==> config.mk <==
export PLATFORM = sky130hd
export DESIGN_NAME = prp_parallel_port
export DESIGN_NICKNAME = d
export VERILOG_FILES = /design/src/rtl/prp_pkg.sv /design/src/rtl/prp_result_hold.sv /design/src/rtl/prp_formatter.sv /design/src/rtl/prp_drive_ctrl.sv /design/src/rtl/prp_parallel_port.sv
export SDC_FILE = /design/constraint.sdc
export NUM_CORES = 1
export LEC_CHECK = 0
export CAP_MARGIN = 20
export CORE_ASPECT_RATIO = 1.25
export CORE_MARGIN = 4
export CORE_UTILIZATION = 38
export CTS_BUF_LIST = sky130_fd_sc_hd__clkbuf_4
export DETAILED_ROUTE_END_ITERATION = 7
export PLACE_DENSITY = 0.84
export SETUP_SLACK_MARGIN = 0.3
export SLEW_MARGIN = 10
export SYNTH_ARGS = -nofsm -noshare
export SYNTH_HDL_FRONTEND = slang
export SYNTH_SLANG_ARGS = --single-unit
export TNS_END_PERCENT = 30
==> constraint.sdc <==
create_clock -name clk -period 2.45 [get_ports clk]
set_input_delay 0.49 -clock clk [delete_from_list [all_inputs] [get_ports clk]]
set_output_delay 0.49 -clock clk [all_outputs]
set_load 0.05 [all_outputs]
==> src/rtl/prp_pkg.sv <==
package prp_pkg;
  typedef enum logic [1:0] {
    PM_FULL   = 2'b00,
    PM_WORD   = 2'b01,
    PM_BYTE   = 2'b10,
    PM_SERIAL = 2'b11
  } port_mode_e;

  localparam int PIN_FMT = 0;
  localparam int PIN_A0  = 1;
  localparam int PIN_A1  = 2;
  localparam int N_LOW_IN = 3;
endpackage

==> src/rtl/prp_result_hold.sv <==
module prp_result_hold #(
  parameter int RES_W = 18
) (
  input  logic             clk,
  input  logic             rst_n,
  input  logic             ready_i,
  input  logic [RES_W-1:0] result_i,
  output logic [RES_W-1:0] held_o,
  output logic             capture_o
);
  assign capture_o = ready_i;

  always_ff @(posedge clk) begin
    if (!rst_n)         held_o <= '0;
    else if (capture_o) held_o <= result_i;
  end
endmodule

==> src/rtl/prp_formatter.sv <==
module prp_formatter
  import prp_pkg::*;
#(
  parameter int RES_W  = 18,
  parameter int WORD_W = 16,
  parameter int BYTE_W = 8
) (
  input  logic [RES_W-1:0] held_i,
  input  port_mode_e       mode_i,
  input  logic             fmt_bin_i,
  input  logic             a0_i,
  input  logic             a1_i,
  output logic [RES_W-1:0] data_o
);
  localparam int WREM_W = RES_W - WORD_W;
  localparam int WLSB   = RES_W - WORD_W;
  localparam int BLSB   = RES_W - BYTE_W;
  localparam int BREM_W = RES_W - 2*BYTE_W;

  function automatic logic [RES_W-1:0] apply_coding(
    input logic [RES_W-1:0] w, input port_mode_e m, input logic bin);
    logic [RES_W-1:0] r;
    r = w;
    if (m != PM_FULL && !bin) r[RES_W-1] = ~w[RES_W-1];
    return r;
  endfunction

  function automatic logic [RES_W-1:0] slice_word(
    input logic [RES_W-1:0] w, input logic a0);
    logic [RES_W-1:0] r;
    r = '0;
    if (!a0) r[RES_W-1 -: WORD_W] = w[RES_W-1 -: WORD_W];
    else     r[WLSB +: WREM_W]    = w[WREM_W-1:0];
    return r;
  endfunction

  function automatic logic [RES_W-1:0] slice_byte(
    input logic [RES_W-1:0] w, input logic a1, input logic a0);
    logic [RES_W-1:0] r;
    r = '0;
    if (a1)       r[BLSB +: BREM_W] = w[BREM_W-1:0];
    else if (a0)  r[BLSB +: BYTE_W] = w[BLSB-1 -: BYTE_W];
    else          r[BLSB +: BYTE_W] = w[RES_W-1 -: BYTE_W];
    return r;
  endfunction

  logic [RES_W-1:0] coded;

  always_comb begin
    coded = apply_coding(held_i, mode_i, fmt_bin_i);
    unique case (mode_i)
      PM_FULL:   data_o = coded;
      PM_WORD:   data_o = slice_word(coded, a0_i);
      PM_BYTE:   data_o = slice_byte(coded, a1_i, a0_i);
      default:   data_o = '0;
    endcase
  end
endmodule

==> src/rtl/prp_drive_ctrl.sv <==
module prp_drive_ctrl
  import prp_pkg::*;
#(
  parameter int RES_W = 18
) (
  input  port_mode_e       mode_i,
  input  logic             cs_n_i,
  input  logic             rd_n_i,
  input  logic [RES_W-1:0] data_i,
  output logic [RES_W-1:0] bus_o,
  output logic [RES_W-1:0] bus_oe_o,
  output logic             read_en_o
);
  function automatic logic pin_is_out(input port_mode_e m, input int idx);
    case (m)
      PM_FULL:   return 1'b1;
      PM_WORD:   return idx > PIN_A0;
      PM_BYTE:   return idx > PIN_A1;
      default:   return 1'b0;
    endcase
  endfunction

  assign read_en_o = !cs_n_i && !rd_n_i;

  for (genvar i = 0; i < RES_W; i++) begin : g_pin
    logic dir_out;
    assign dir_out     = pin_is_out(mode_i, i);
    assign bus_o[i]    = dir_out & data_i[i];
    assign bus_oe_o[i] = dir_out & read_en_o;
  end
endmodule

==> src/rtl/prp_parallel_port.sv <==
module prp_parallel_port
  import prp_pkg::*;
#(
  parameter int RES_W  = 18,
  parameter int WORD_W = 16,
  parameter int BYTE_W = 8
) (
  input  logic                clk,
  input  logic                rst_n,
  input  logic [RES_W-1:0]    result_i,
  input  logic                ready_i,
  input  logic [1:0]          mode_i,
  input  logic                cs_n_i,
  input  logic                rd_n_i,
  input  logic [N_LOW_IN-1:0] pin_in_i,
  output logic [RES_W-1:0]    bus_o,
  output logic [RES_W-1:0]    bus_oe_o
);
  logic [RES_W-1:0] held_w;
  logic [RES_W-1:0] data_w;
  logic             capture_w;
  logic             read_en_w;
  port_mode_e       mode_w;

  assign mode_w = port_mode_e'(mode_i);

  prp_result_hold #(.RES_W(RES_W)) u_hold (
    .clk(clk), .rst_n(rst_n), .ready_i(ready_i), .result_i(result_i),
    .held_o(held_w), .capture_o(capture_w)
  );

  prp_formatter #(.RES_W(RES_W), .WORD_W(WORD_W), .BYTE_W(BYTE_W)) u_fmt (
    .held_i(held_w), .mode_i(mode_w), .fmt_bin_i(pin_in_i[PIN_FMT]),
    .a0_i(pin_in_i[PIN_A0]), .a1_i(pin_in_i[PIN_A1]), .data_o(data_w)
  );

  prp_drive_ctrl #(.RES_W(RES_W)) u_drv (
    .mode_i(mode_w), .cs_n_i(cs_n_i), .rd_n_i(rd_n_i), .data_i(data_w),
    .bus_o(bus_o), .bus_oe_o(bus_oe_o), .read_en_o(read_en_w)
  );
endmodule

==> implementation parameters <==
Parameter                              Value

Run status
  Result of the run    finished, final reports clean

Final layout
  Final-stage net count    209
  # diodes    0
  Area growth syn-to-layout    102.4%
  Fill cell total of the finished layout    152
  Non-Filler Cell Area, Final    0.002188 mm2
  Most common cell after layout, fill and taps aside    sky130_fd_sc_hd__buf_12
  Max FFs per register    18
  Fraction of final layout cells with drive strength greater than 1    32.22%
  Leading cell types in the layout, fill and taps excluded    sky130_fd_sc_hd__buf_12, sky130_fd_sc_hd__clkdlybuf4s50_1, sky130_fd_sc_hd__mux2i_1, sky130_fd_sc_hd__nor2b_1, sky130_fd_sc_hd__dfxtp_1
  Register with the most flip-flops    u_hold.held_o
  Utilization of the core after routing    80.86%
  Registers with the most flip-flops    u_hold.held_o: 18 flops

Floorplan
  Height of the die    67.64 um
  Overall die width    55.71 um
  Count of standard-cell rows    21
  Die Area    0.003768 mm2
  Initial cell density of the core    39.94%
  I/O pin total    64
  Area of the core region    0.002706 mm2

Critical path
  Arrival time of the worst setup path    1650 ps
  Kind of start point of the critical path    primary input
  Worst-path cell with the longest stage delay    sky130_fd_sc_hd__nor4_4
  Slowest stage delay, CP    390 ps
  Kind of critical path    in -> out
  Sequence of cells on the critical path    dlygate4sd2_1 -> buf_4 -> buf_12 -> nor4_4 -> buf_12
  Nature of the critical path endpoint    output port
  Critical Path Fanout Max    5
  Worst path most repeated cell    sky130_fd_sc_hd__buf_12
  Required time of the critical path    1960 ps

Synthesis
  Sequential fraction of the synthesis area    33.33%
  Post-synthesis net count    149
  Proportion of netlist area held by the largest area contributor    33.33%
  Cell count after synthesis    121
  Synthesized flop and latch total    18
  Leading area contributor after synthesis    sky130_fd_sc_hd__dfxtp_1
  Yosys Warn Count    0
  Synthesized area per cell    8.934 um2
  Area contributors post-synth    sky130_fd_sc_hd__dfxtp_1, sky130_fd_sc_hd__mux2i_1, sky130_fd_sc_hd__buf_4
  Number of different library cells in the post-synthesis netlist    23
  Post-synthesis instance area    0.001081 mm2

Route
  Routed wire length per instance    17.44 um
  Post-route ant nets    0
  Pre-Repair DR Iteration Count    4
  Vias after detailed routing    1072
  Via count normalized by instance count    5.009
  Detailed Route WL    3732 um
  Remaining DRCs    0
  DRC marker count from the first detailed-route iteration    14

CTS
  CTS tree    done
  Level count of the clock H-tree    1
  Clock latency of the later-clocked register in the worst-skew pair    290 ps
  Deepest clock path buffer count    2
  Clock root buffer master    sky130_fd_sc_hd__clkbuf_4
  Clock sink total    18
  Clock-pin slew on the worst setup and hold paths    100 ps
  Number of buffers inserted during clock tree synthesis    3

Timing
  Maximum achievable frequency    467.6 MHz
  Number of max-slew violations in the final report    0
  Final total negative setup slack    0 ps
  Setup-violating endpoint count in the final report    0
  Clock period minus worst slack    2139 ps
  Tcrit/Tclk final    87.29%
  Relative slew slack    65.95%
  Hold Fails Final Rpt    0
  Setup clock skew after layout    0 ps
  RSZ-0062 raised after global routing    yes
  Final worst slack    311.4 ps
  Pin slew with the least headroom to its limit    509.2 ps

Pwr
  Static leakage    0.9109 nW
  Total power draw    0.8638 mW
  Worst-case vdd ir drop    0.3317 mV
  Power per Cell Area    394.7 mW/mm2

Global routing
  Via count of the first global-routing pass    1185
  Maximum number of pins on one net before global-route repair    19
  Leftover overflow at the end of global routing    0
  Global-route usage over all layers    20.49%
  Antenna violations before repair    0
  Wire length of the first global-routing pass    5947 um

Place
  Worst setup slack after placement    -3.921 ps
  # port buffers    63
  Post-detailed-placement cell area    0.002066 mm2
  HPWL Detailed    2849 um
  Routability-driven placement congestion ratio    0.7577

Worst hold path
  Min-Delay Path Class    reg -> reg

Flow run
  Number of maximum-capacitance constraint violations    0
[where the power goes]
group | switching, mW | internal [mW]
registers | 0.0141 | 0.310
clock network | 0.0919 | 0.0595
logic | 0.190 | 0.198
[final timing paths]
| path | from | to | slack [ps] | cells after the start |
|---|---|---|---|---|
| setup / recovery | mode_i[1] | bus_oe_o[0] | 310 | 5 |
| hold / removal | u_hold.held_o[4] | u_hold.held_o[4] | 550 | 2 |
| setup reg to reg | u_hold.held_o[0] | u_hold.held_o[0] | 1720 | 2 |
| hold reg to reg | u_hold.held_o[4] | u_hold.held_o[4] | 550 | 2 |
[per-stage QoR]
stage                     hold WS [ps]  instances
after CTS                        546.4        214
after global placement           499.1        205
after detailed placement         519.3        205
final                            552.1        214
after global routing             585.9        214
after floorplan                  483.1        121
[Yosys cell counts (all sizes together)]
library cell and number:
buf 20, dfxtp 18, mux2i 18, nor2b 18
nand2 8, a22o 7, and2 6, a21oi 4
o21ai 4, nor3 3, nor3b 3, clkbuf 2
nand3 2, a211oi 1, and4b 1, inv 1
nor2 1, nor4 1, nor4b 1, or2 1
xnor2 1
[layer usage]
metal / GRT usage [%] / share of wire, %
met1: 19.40 / 36
met2: 43.20 / 55
met3: 6.119 / 7.9
met4: 3.951 / 1.3
met5: 0 / 0
[what timing repair did]
item,in CTS,in global routing
hold buffers,0,0
setup buffers,3,0
resized for setup,12,3
pin swaps,4,0
setup endpoints to repair,30,4
cloned,2,0
[cells by family after synthesis]
kind of cell           count (synthesis)  share of synthesized area [%]
AO/OA/AOI/OAI                         16                          10.07
flip-flops                            18                          33.33
multiplexers                          18                          16.67
AND/OR/NAND/NOR                       45                          24.31
buffers and inverters                 23                          14.81
XOR/XNOR                               1                         0.8103
[area by class of cell]
type	instances	area (um2)	area share [%]
repair buffers	77	1155	52.77
clock inverters	1	3.754	0.1715
multi-input cells	80	600.6	27.44
clock buffers	3	22.52	1.029
well taps	34	42.54	1.944
inverters	1	3.754	0.1715
flip-flops and latches	18	360.3	16.47
[worst max-delay path: cells and delay by family]
family	cells	cell delay (ps)
buf+inv	4	770
simple gates	1	390
Note: power is estimated with default switching activity, not from simulation.
